File: src/rtl/sb_pkg.sv
package sb_pkg;
    localparam int NFU  = 5;
    localparam int NREG = 32;
    localparam int RW   = $clog2(NREG);
    localparam int UW   = $clog2(NFU);
    localparam int SEQW = UW + 1;

    typedef logic [RW-1:0] reg_t;
    typedef logic [UW-1:0] fu_t;

    typedef enum logic [2:0] {OP_LOAD, OP_ADD, OP_SUB, OP_MUL, OP_DIV} op_t;
    typedef enum logic [1:0] {K_INT, K_MUL, K_ADD, K_DIV} kind_t;
    typedef enum logic [1:0] {ST_READ, ST_EXEC, ST_WRITE} stage_t;

    typedef struct packed {
        logic busy;
        op_t  op;
        reg_t fi;
        reg_t fj;
        reg_t fk;
        fu_t  qj;
        fu_t  qk;
        logic qjv;
        logic qkv;
        logic rj;
        logic rk;
    } fu_rec_t;

    function automatic kind_t op_kind(op_t op);
        case (op)
            OP_ADD, OP_SUB: return K_ADD;
            OP_MUL:         return K_MUL;
            OP_DIV:         return K_DIV;
            default:        return K_INT;
        endcase
    endfunction

    function automatic kind_t unit_kind(int u);
        case (u)
            0:       return K_INT;
            1, 2:    return K_MUL;
            3:       return K_ADD;
            default: return K_DIV;
        endcase
    endfunction
endpackage

File: src/rtl/sb_age_arb.sv
module sb_age_arb #(
    parameter int N    = 5,
    parameter int NSEL = 1,
    parameter int AW   = 4
) (
    input  logic [N-1:0]  req,
    input  logic [AW-1:0] age [N],
    output logic [N-1:0]  grant
);
    always_comb begin
        logic [N-1:0]  taken;
        logic          found;
        int            pick;
        logic [AW-1:0] best_age;
        taken = '0;
        for (int k = 0; k < NSEL; k++) begin
            found    = 1'b0;
            pick     = 0;
            best_age = '0;
            for (int i = 0; i < N; i++) begin
                if (req[i] && !taken[i] && (!found || age[i] > best_age)) begin
                    found    = 1'b1;
                    pick     = i;
                    best_age = age[i];
                end
            end
            if (found) taken[pick] = 1'b1;
        end
        grant = taken;
    end
endmodule

File: src/rtl/sb_issue.sv
module sb_issue
    import sb_pkg::*;
(
    input  logic           clk,
    input  logic           rst,
    input  logic           iss_valid,
    input  op_t            iss_op,
    input  reg_t           iss_dst,
    input  reg_t           iss_src1,
    input  reg_t           iss_src2,
    input  logic [NFU-1:0] busy,
    input  logic [NFU-1:0] wb_grant,
    output logic           iss_ready,
    output logic           iss_fire,
    output fu_t            iss_unit,
    output fu_t            qj,
    output fu_t            qk,
    output logic           qjv,
    output logic           qkv
);
    logic           rs_v [NREG];
    fu_t            rs_u [NREG];
    logic [NFU-1:0] free_mask;
    logic           any_free;

    always_comb begin
        iss_unit = '0;
        any_free = 1'b0;
        for (int u = NFU - 1; u >= 0; u--) begin
            free_mask[u] = !busy[u] && (unit_kind(u) == op_kind(iss_op));
            if (free_mask[u]) begin
                iss_unit = fu_t'(u);
                any_free = 1'b1;
            end
        end
    end

    assign iss_ready = any_free && !rs_v[iss_dst];
    assign iss_fire  = iss_valid && iss_ready;
    assign qj  = rs_u[iss_src1];
    assign qk  = rs_u[iss_src2];
    assign qjv = rs_v[iss_src1] && !wb_grant[rs_u[iss_src1]];
    assign qkv = rs_v[iss_src2] && !wb_grant[rs_u[iss_src2]];

    always_ff @(posedge clk) begin
        if (rst) begin
            for (int r = 0; r < NREG; r++) begin
                rs_v[r] <= 1'b0;
                rs_u[r] <= '0;
            end
        end else begin
            for (int r = 0; r < NREG; r++) begin
                if (rs_v[r] && wb_grant[rs_u[r]]) rs_v[r] <= 1'b0;
            end
            if (iss_fire) begin
                rs_v[iss_dst] <= 1'b1;
                rs_u[iss_dst] <= iss_unit;
            end
        end
    end


    issue_claims_unit_chk: assert property (@(posedge clk) disable iff (rst)
        iss_fire |=> busy[$past(iss_unit)]);


    issue_marks_dest_chk: assert property (@(posedge clk) disable iff (rst)
        iss_fire |=> !iss_ready || (iss_dst != $past(iss_dst)));
endmodule

File: src/rtl/sb_fu_slot.sv
module sb_fu_slot
    import sb_pkg::*;
#(
    parameter int LAT = 2,
    parameter int CW  = 6
) (
    input  logic            clk,
    input  logic            rst,
    input  logic            alloc,
    input  fu_rec_t         new_rec,
    input  logic [SEQW-1:0] tag_in,
    input  logic            rd_go,
    input  logic            wb_go,
    input  logic [NFU-1:0]  wb_any,
    output fu_rec_t         rec,
    output logic [SEQW-1:0] tag,
    output logic            rd_req,
    output logic            wb_req
);
    stage_t        stage;
    logic [CW-1:0] cnt;

    assign rd_req = rec.busy && stage == ST_READ && rec.rj && rec.rk;
    assign wb_req = rec.busy && stage == ST_WRITE;

    always_ff @(posedge clk) begin
        if (rst) begin
            rec   <= '0;
            stage <= ST_READ;
            cnt   <= '0;
            tag   <= '0;
        end else if (alloc) begin
            rec   <= new_rec;
            stage <= ST_READ;
            cnt   <= '0;
            tag   <= tag_in;
        end else if (rec.busy) begin
            if (rec.qjv && wb_any[rec.qj]) begin
                rec.qjv <= 1'b0;
                rec.rj  <= 1'b1;
            end
            if (rec.qkv && wb_any[rec.qk]) begin
                rec.qkv <= 1'b0;
                rec.rk  <= 1'b1;
            end
            case (stage)
                ST_READ: if (rd_go) begin
                    rec.rj <= 1'b0;
                    rec.rk <= 1'b0;
                    stage  <= ST_EXEC;
                    cnt    <= CW'(LAT);
                end
                ST_EXEC: if (cnt == CW'(1)) stage <= ST_WRITE;
                         else cnt <= cnt - 1'b1;
                ST_WRITE: if (wb_go) rec.busy <= 1'b0;
                default: ;
            endcase
        end
    end


    read_only_when_ready_chk: assert property (@(posedge clk) disable iff (rst)
        rd_go |-> rd_req);


    write_only_after_exec_chk: assert property (@(posedge clk) disable iff (rst)
        wb_go |-> wb_req);


    write_frees_unit_chk: assert property (@(posedge clk) disable iff (rst)
        wb_go |=> !rec.busy);


    exec_count_live_chk: assert property (@(posedge clk) disable iff (rst)
        (rec.busy && stage == ST_EXEC) |-> cnt != '0);
endmodule

File: src/rtl/sb_ctrl.sv
module sb_ctrl
    import sb_pkg::*;
#(
    parameter int RD_BUSES = 1,
    parameter int WR_BUSES = 1,
    parameter int LAT_INT  = 1,
    parameter int LAT_ADD  = 2,
    parameter int LAT_MUL  = 10,
    parameter int LAT_DIV  = 40
) (
    input  logic          clk,
    input  logic          rst,
    input  logic          iss_valid,
    input  logic [2:0]    iss_op,
    input  logic [4:0]    iss_dst,
    input  logic [4:0]    iss_src1,
    input  logic [4:0]    iss_src2,
    output logic          iss_ready,
    output logic [2:0]    iss_unit,
    output logic [4:0]    rd_grant,
    output logic [4:0]    wb_grant
);
    localparam int MAXL01 = (LAT_INT > LAT_ADD) ? LAT_INT : LAT_ADD;
    localparam int MAXL23 = (LAT_MUL > LAT_DIV) ? LAT_MUL : LAT_DIV;
    localparam int MAXLAT = (MAXL01 > MAXL23) ? MAXL01 : MAXL23;
    localparam int CW     = $clog2(MAXLAT + 1);

    fu_rec_t         recs [NFU];
    logic [SEQW-1:0] tags [NFU];
    logic [SEQW-1:0] ages [NFU];
    logic [NFU-1:0]  busy, rd_req, wb_raw, war_hold;
    logic [SEQW-1:0] seq_cnt;
    logic            iss_fire, qjv, qkv;
    fu_t             unit_sel, qj, qk;
    fu_rec_t         new_rec;
    op_t             op_in;

    assign op_in    = op_t'(iss_op);
    assign iss_unit = unit_sel;

    sb_issue u_issue (
        .clk(clk), .rst(rst), .iss_valid(iss_valid), .iss_op(op_in),
        .iss_dst(iss_dst), .iss_src1(iss_src1), .iss_src2(iss_src2),
        .busy(busy), .wb_grant(wb_grant), .iss_ready(iss_ready),
        .iss_fire(iss_fire), .iss_unit(unit_sel),
        .qj(qj), .qk(qk), .qjv(qjv), .qkv(qkv)
    );

    always_comb begin
        new_rec      = '0;
        new_rec.busy = 1'b1;
        new_rec.op   = op_in;
        new_rec.fi   = iss_dst;
        new_rec.fj   = iss_src1;
        new_rec.fk   = iss_src2;
        new_rec.qj   = qj;
        new_rec.qk   = qk;
        new_rec.qjv  = qjv;
        new_rec.qkv  = qkv;
        new_rec.rj   = !qjv;
        new_rec.rk   = !qkv;
    end

    always_ff @(posedge clk) begin
        if (rst) seq_cnt <= '0;
        else if (iss_fire) seq_cnt <= seq_cnt + 1'b1;
    end

    for (genvar u = 0; u < NFU; u++) begin : g_slot
        localparam kind_t KND = unit_kind(u);
        localparam int LAT = (KND == K_INT) ? LAT_INT :
                             (KND == K_ADD) ? LAT_ADD :
                             (KND == K_MUL) ? LAT_MUL : LAT_DIV;
        sb_fu_slot #(.LAT(LAT), .CW(CW)) u_slot (
            .clk(clk), .rst(rst),
            .alloc(iss_fire && unit_sel == fu_t'(u)),
            .new_rec(new_rec), .tag_in(seq_cnt),
            .rd_go(rd_grant[u]), .wb_go(wb_grant[u]), .wb_any(wb_grant),
            .rec(recs[u]), .tag(tags[u]),
            .rd_req(rd_req[u]), .wb_req(wb_raw[u])
        );
        assign busy[u] = recs[u].busy;
        assign ages[u] = seq_cnt - tags[u];
    end

    always_comb begin
        for (int u = 0; u < NFU; u++) begin
            war_hold[u] = 1'b0;
            for (int v = 0; v < NFU; v++) begin
                if (v != u && recs[v].busy &&
                    ((recs[v].fj == recs[u].fi && recs[v].rj) ||
                     (recs[v].fk == recs[u].fi && recs[v].rk)))
                    war_hold[u] = 1'b1;
            end
        end
    end

    sb_age_arb #(.N(NFU), .NSEL(RD_BUSES), .AW(SEQW)) u_rd_arb (
        .req(rd_req), .age(ages), .grant(rd_grant)
    );

    sb_age_arb #(.N(NFU), .NSEL(WR_BUSES), .AW(SEQW)) u_wb_arb (
        .req(wb_raw & ~war_hold), .age(ages), .grant(wb_grant)
    );


    rd_bus_limit_chk: assert property (@(posedge clk) disable iff (rst)
        $countones(rd_grant) <= RD_BUSES);


    wb_bus_limit_chk: assert property (@(posedge clk) disable iff (rst)
        $countones(wb_grant) <= WR_BUSES);


    for (genvar a = 0; a < NFU; a++) begin : g_waw_a
        for (genvar b = a + 1; b < NFU; b++) begin : g_waw_b
            single_writer_chk: assert property (@(posedge clk) disable iff (rst)
                !(recs[a].busy && recs[b].busy && recs[a].fi == recs[b].fi));
        end
    end
endmodule

File: config.mk
export PLATFORM = sky130hd
export DESIGN_NAME = sb_ctrl
export DESIGN_NICKNAME = d
export VERILOG_FILES = /design/src/rtl/sb_pkg.sv /design/src/rtl/sb_age_arb.sv /design/src/rtl/sb_issue.sv /design/src/rtl/sb_fu_slot.sv /design/src/rtl/sb_ctrl.sv
export SDC_FILE = /design/constraint.sdc
export NUM_CORES = 1
export LEC_CHECK = 0
export BUFFER_PORTS_ARGS = -buffer_cell sky130_fd_sc_hd__buf_2
export CAP_MARGIN = 20
export CORE_AREA = 2 2 192 194
export CTS_CLUSTER_SIZE = 40
export DETAILED_ROUTE_END_ITERATION = 10
export DIE_AREA = 0 0 194 196
export PLACE_DENSITY = 0.81
export SLEW_MARGIN = 20
export SYNTH_ARGS = -nofsm -noshare
export SYNTH_HDL_FRONTEND = slang
export SYNTH_HIERARCHICAL = 1
export SYNTH_SLANG_ARGS = --single-unit
File: constraint.sdc
create_clock -name clk -period 17.45 [get_ports clk]
set_input_delay 3.49 -clock clk [delete_from_list [all_inputs] [get_ports clk]]
set_output_delay 3.49 -clock clk [all_outputs]
set_load 0.02 [all_outputs]
=== Word level (Yosys, flattened, before mapping) ===
Memories as Yosys holds them, arrays and structs flattened.
Cells that the tools add are included.
Widths: inputs -> output; s select.

* Add/sub/neg operators: 11
* Magnitude comparators: 56
* Equality and inequality tests: 81
* Muxes and demuxes: 377
* Bitwise logic cells: 34
* Reductions and logical operators: 246

{| class="wikitable"
|+ Operators with widths
! cell !! number
|-
| $mux 1 || 257
|-
| $eq 5x5->1 || 40
|-
| $mux 32 || 6
|-
| $lt 3x4->1 const B || 44
|-
| $logic_and 1x1->1 || 146
|-
| $bmux 1 s3 || 44
|-
| $mux 4 || 18
|-
| $ge 32x1->1 const B || 2
|-
| $lt 32x5->1 const B || 2
|-
| $mux 6 || 10
|-
| $pmux 6 s2 || 5
|-
| $mux 2 || 20
|-
| $reduce_and 4->1 || 10
|-
| $reduce_bool 2->1 || 20
|-
| $gt 4x4->1 || 8
|-
| $or 1x1->1 || 32
|-
| $eq 6x1->1 const B || 5
|-
| $sub 6x1->6 const B || 5
|-
| $logic_or 1x1->1 || 28
|-
| $ne 2x2->1 const B || 10
|-
| $pmux 2 s2 || 5
|-
| $reduce_and 2->1 || 10
|-
| $sub 4x4->4 || 5
|-
| $logic_not 1->1 || 18
|-
| 19 further kinds || 55
|}

* Flip-flop bits (word level): 194
* Bits in writable memories: 128
* Input bits: 21
* Output and inout port bits: 14
* Word-level logic and storage cells: 873
* Memories: 2

{| class="wikitable"
|+ Memories
! memory !! words !! width !! rd ports !! clocked after memory_dff !! write ports !! line !! RTL
|-
| u_issue.rs_u || 32 || 3 || 34 || 0 || 32 || sb_issue.sv:22 || <nowiki>fu_t rs_u [NREG];</nowiki>
|-
| u_issue.rs_v || 32 || 1 || 35 || 0 || 33 || sb_issue.sv:21 || <nowiki>logic rs_v [NREG];</nowiki>
|}

=== Longest topological paths before layout ===
* Word-level depth: 40
* Depth in mapped cells: 46
* Gate-level depth less buffers: 40

=== By module ===
The synthesis kept the hierarchy.

{| class="wikitable"
|+ By module, submodules not included
! module !! instances !! cells an instance !! area each (µm²) !! seq. area each (µm²)
|-
| sb_issue || 1 || 757 || 8,913.5 || 3,523.4
|-
| sb_fu_slot (g_slot[1].u_slot ...) || 2 || 190 || 1,783.0 || 820.8
|-
| sb_ctrl || 1 || 429 || 3,424.5 || 80.1
|-
| sb_fu_slot (g_slot[3].u_slot) || 1 || 190 || 1,796.7 || 820.8
|-
| sb_fu_slot (g_slot[0].u_slot) || 1 || 182 || 1,795.5 || 820.8
|-
| sb_fu_slot (g_slot[4].u_slot) || 1 || 190 || 1,776.7 || 820.8
|-
| sb_age_arb || 2 || 103 || 735.7 || 0.0
|}

=== Least setup slack after synthesis ===
OpenSTA, ideal clock, no wires.

* Kind: reg-to-output
* From: reg seq_cnt[1]
* To: out wb_grant[0]
* Arrival time: 7.312 ns
* Required time: 13.960 ns
* Slack: 6.648 ns
* Cell stages (with the launch flop): 30
* Path buffers: 3
* Path through: dfxtp_1 > inv_1 > fa_1 > xnor2_1 > ha_1 > nand2_1 > a21oi_1 > o21a_2 > buf_6 > o21a_1 > ha_1 > nor2b_1 > o211ai_1 > a21o_1 > buf_2 > nor2_1 > or2_1 > ha_1 > nor2b_1 > o211ai_1 > a31oi_1 > buf_4 > nand2_1 > o31a_1 > ha_1 > nor2b_1 > o21a_1 > o21ai_1 > a21oi_1 > nor4_1

{| class="wikitable"
|+ RTL lines
! what !! line !! RTL
|-
| start, declared || sb_ctrl.sv:32 || <nowiki>logic [SEQW-1:0] seq_cnt;</nowiki>
|-
| start signal, assigned || sb_ctrl.sv:66 || <nowiki>else if (iss_fire) seq_cnt <= seq_cnt + 1'b1;</nowiki>
|-
| end, declared || sb_ctrl.sv:21 || <nowiki>output logic [4:0] wb_grant</nowiki>
|}

=== Final worst setup path ===
* From: reg g_slot[0].u_slot/rec[21] (netlist bit)
* To: out wb_grant[1]

* Word-level cells in the longest chain between the ends: 32
* Elaborated cells on any way between the ends: 65
* Classes of those cells: order compare (6); eq/ne (8); mux (20); bitwise (2); reduce/logical (29)

{| class="wikitable"
|+ RTL lines
! what !! line !! RTL
|-
| start, declared || sb_fu_slot.sv:15 || <nowiki>output fu_rec_t rec,</nowiki>
|-
| start signal, assigned || sb_fu_slot.sv:33 || <nowiki>rec <= new_rec;</nowiki>
|-
| $eq 5x5->1 (on tied branches) || sb_ctrl.sv:91, sb_ctrl.sv:92 ||
|-
| $logic_and 1x1->1 (on tied branches) || sb_ctrl.sv:91, sb_ctrl.sv:92 ||
|-
| $logic_or 1x1->1 || sb_ctrl.sv:91 || <nowiki>((recs[v].fj == recs[u].fi && recs[v].rj) ||</nowiki>
|-
| $logic_and 1x1->1 || sb_ctrl.sv:90 || <nowiki>if (v != u && recs[v].busy &&</nowiki>
|-
| $mux 1 (3 in a row) || sb_ctrl.sv:90 ||
|-
| $mux 1 (*) || sb_ctrl.sv:90 ||
|-
| $not 5->5 (*) || sb_ctrl.sv:103 || <nowiki>.req(wb_raw & ~war_hold), .age(ages), .grant(wb_grant)</nowiki>
|-
| $and 5x5->5 (*) || sb_ctrl.sv:103 ||
|-
| [... 14 more ...] || - ||
|-
| $logic_or 1x1->1 || sb_age_arb.sv:21 || <nowiki>if (req[i] && !taken[i] && (!found || age[i] > best_age)) begin</nowiki>
|-
| $logic_and 1x1->1 || sb_age_arb.sv:21 ||
|-
| $mux 32 || sb_age_arb.sv:21 ||
|-
| $ge 32x1->1 (not written as such) / $lt 32x5->1 (equally long branches) || sb_age_arb.sv:27 || <nowiki>if (found) taken[pick] = 1'b1;</nowiki>
|-
| $logic_and 1x1->1 (not written as such) || sb_age_arb.sv:27 ||
|-
| $mux 1 (not written as such) || sb_age_arb.sv:27 ||
|-
| $demux 1 s3 || - ||
|-
| $mux 5 (*) || sb_age_arb.sv:27 ||
|}

Mark *: on every way between the ends. The rest lies on a longest branch, timed or not.

==> summary.md <==
Subtracting the final worst setup slack from the clock period gives 11.72 ns. The tools report the via count of the first global-routing pass as 18,500. In this run, the combinational gates consume 12.4% of the power.

After filler insertion, the fill cell instance count of the layout stands at 2,864. The routed layout has 18,700 vias. The area enclosed by the die boundary is 0.0380 mm2, and the maximum resistive drop on vdd is 101 uV. The count of warnings emitted by yosys is 6, and the number of antenna violations at the first check in global routing is 2. The run finished with clean final reports. The tools report the half-perimeter wire length after placement as 45.1 mm. Summed over all cells, the static leakage comes to 8.96 nW. Per report_power, the sequential group accounts for 44.7% of the total.

The number of vias per cell works out to 6.85. For the initial detailed-routing violation count, the log shows 2,138. The startpoint class of the critical path is a register.

After layout, the worst path uses 67.2% of the clock period. Wires add up to 67.5 mm. Internal power comes to 1.35 mW. The most common cell type on the critical path was ha_1.

The run gives 0.0361 mm2 as the area inside the core boundary. The run gives 0 ns as the total negative slack. TritonCTS built the clock tree. The startpoint of the lowest-slack hold path was g_slot[1].u_slot/cnt[5]. Clock latency on the worst-skew pair, taken at its later pin, is 0.58 ns.

For the final setup violation count, the log shows 0. From synthesis to final layout, the design area changed by 6.25%. The logs give 2,289 for the synthesized instance count and 61.6% for the initial core utilization. The count of nets left with antenna violations after detail routing was 0. The first global-routing pass estimated 105 mm of wire. Dividing the synthesized area by the synthesized cell count gives 9.71 um2. The number of hold violations in the final report was 0; the clock-pin slew on the worst setup and hold paths was 0.06 ns.

The count of max-cap constraint violations was 0; the total power density per cell area was 78.1 mW/mm2. At the end of routability-driven placement, the weighted congestion stood at 0.963. The floorplan step set the die height to 196 um. Along the worst path, the maximum fanout reaches 46.

At the end of the flow, the number of nets in the layout was 2,313. Count of input and output buffers: 34. Global routing used 35.0% of the available tracks across all layers. The final number of max-transition violations is 0, and the overall die width is 194 um.

The slowest stage of the critical path belongs to the cell dfxtp_1. The data arrival time at the worst-slack endpoint was 8.23 ns. STA classifies the critical path endpoint as an output pin. In this run the worst setup path begins at g_slot[0].u_slot/rec[21].

Detailed-router iteration count before antenna repair: 6. The run gives 2 as the number of levels in the clock H-tree. Buffers inserted during clock tree synthesis total 36. The upper clock frequency limit is 85.3 MHz, and the highest cell delay on the worst timing path is 0.64 ns.

35 I/O pins were placed. Fraction of layout instances using a drive strength above 1: 13.4%. At the end of the flow the core is filled with cells to 65.5%. Count of instances resized after the clock tree is built: 0. Number of post-CTS setup repair buffers: 0. For the pin with the worst max-slew slack, the measured transition is 1.26 ns.

The data required time at the worst endpoint is 13.96 ns. For the relative slew slack, the log shows 15.9%. Dividing the detail-routed wire length by the instance count gives 24.8 um.

The switching share of power came out at 27.0%. The total global routing overflow was 0; the total standard cell area after synthesis was 0.0222 mm2. The tree is rooted in a clkbuf_16.

The clock sink total came out at 322. Setup repair after global routing left no endpoint under its margin. The total DRC errors in the routed layout came out at 0. The pin count of the biggest net entering global routing was 107.

The total number of placement rows was 70. The run gives 0.498 mW as the power spent charging and discharging nets. The start-to-end type of the worst setup path is reg2out.

The startpoint identified for the worst register-to-register timing path is g_slot[0].u_slot/rec[21]. Of the total power, the clock network draws 42.9%. In this run the worst hold path is classified as reg2reg. Between clock sinks in the finished design, the worst skew comes to 0.0397 ns. In this run, post-CTS hold repair placed 0 buffers. Counting along the longest clock path gives a buffer depth of 3.
==> cell usage in the layout, fill, tap and decap left out, types with 19 or more instances in the layout <==
master / count
nand2_1: 95
mux4_2: 100
xor2_1: 151
xnor2_1: 68
o21ai_0: 54
edfxtp_1: 96
nor3_1: 36
a31oi_1: 19
ha_1: 58
inv_1: 81
a21oi_1: 55
clkbuf_16: 37
nor2_1: 291
nand2b_1: 51
a21o_1: 43
nand4_1: 37
mux2i_1: 183
nand3_1: 67
nand3b_1: 27
buf_2: 33
nand4b_1: 36
nor4_1: 46
buf_4: 33
dfxtp_1: 226
==> per-layer routing <==
| layer | up-vias | global-route usage, % | share of wire, % |
|---|---|---|---|
| met5 | - | 0 | 0 |
| met4 | 0 | 22.3 | 6.5 |
| met3 | 335 | 7.67 | 10 |
| met2 | 1222 | 56.2 | 46 |
| met1 | 8912 | 42.9 | 37 |
| li1 | 8217 | - | - |
==> power groups by stage <==
stage	registers [mW]	logic, mW	clock network (mW)
global placement	0.837	0.216	0
floorplan	0.823	0.167	0
detailed placement	0.839	0.221	0
finish	0.824	0.230	0.792
CTS	0.823	0.223	0.797
global route	0.826	0.243	0.826
==> metrics by stage <==
stage / instance area (um2) / hold WS [ns] / worst slack, ns / instances / total power [mW]
3_3_place_gp: 22400 / 0.455 / 6.10 / 2659 / 1.05
5_1_grt: 23600 / 0.505 / 5.09 / 2727 / 1.89
2_1_floorplan: 22300 / 0.443 / 6.65 / 2293 / 0.990
3_5_place_dp: 22400 / 0.468 / 5.96 / 2659 / 1.06
6_report: 23600 / 0.474 / 5.73 / 2727 / 1.85
4_1_cts: 23600 / 0.477 / 5.35 / 2725 / 1.84
==> worst max-delay path, delay by kind of cell (launching register included) <==
family,cells,cell delay (ns)
compound gates,12,3.02
simple gates,12,1.80
buf+inv,4,1.05
fa+ha+maj,4,1.01
flops,1,0.64
xor+xnor,1,0.12
==> flip-flops by register name, indices dropped and copies added (netlist names) <==
register	cells
u_issue/rs_u	96
g_slot.u_slot/stage	10
g_slot.u_slot/rec	130
g_slot.u_slot/tag	20
g_slot.u_slot/cnt	30
u_issue/rs_v	32
seq_cnt	4
==> path summary, 6_finish.rpt <==
| path | end | cells past startpoint | slack, ns |
|---|---|---|---|
| worst min register to register | g_slot[1].u_slot/cnt[5] | 2 | 0.47 |
| worst max-delay path | wb_grant[1] | 33 | 5.73 |
| worst min-delay path | g_slot[1].u_slot/cnt[5] | 2 | 0.47 |
| worst max register to register | g_slot[3].u_slot/rec[1] | 39 | 8.23 |
==> area by class of cell <==
class                      count  area, um2  area share, %
antenna                        2       5.00         0.0212
clock buffer                  48        977           4.14
clock inverter                18        225          0.953
inverter                      83        312           1.32
multi-input combinational   1719      13700           57.9
sequential                   322       7410           31.3
tap                          468        586           2.48
timing repair buffer          67        424           1.80
No activity file was read; power rests on OpenSTA's default activity.
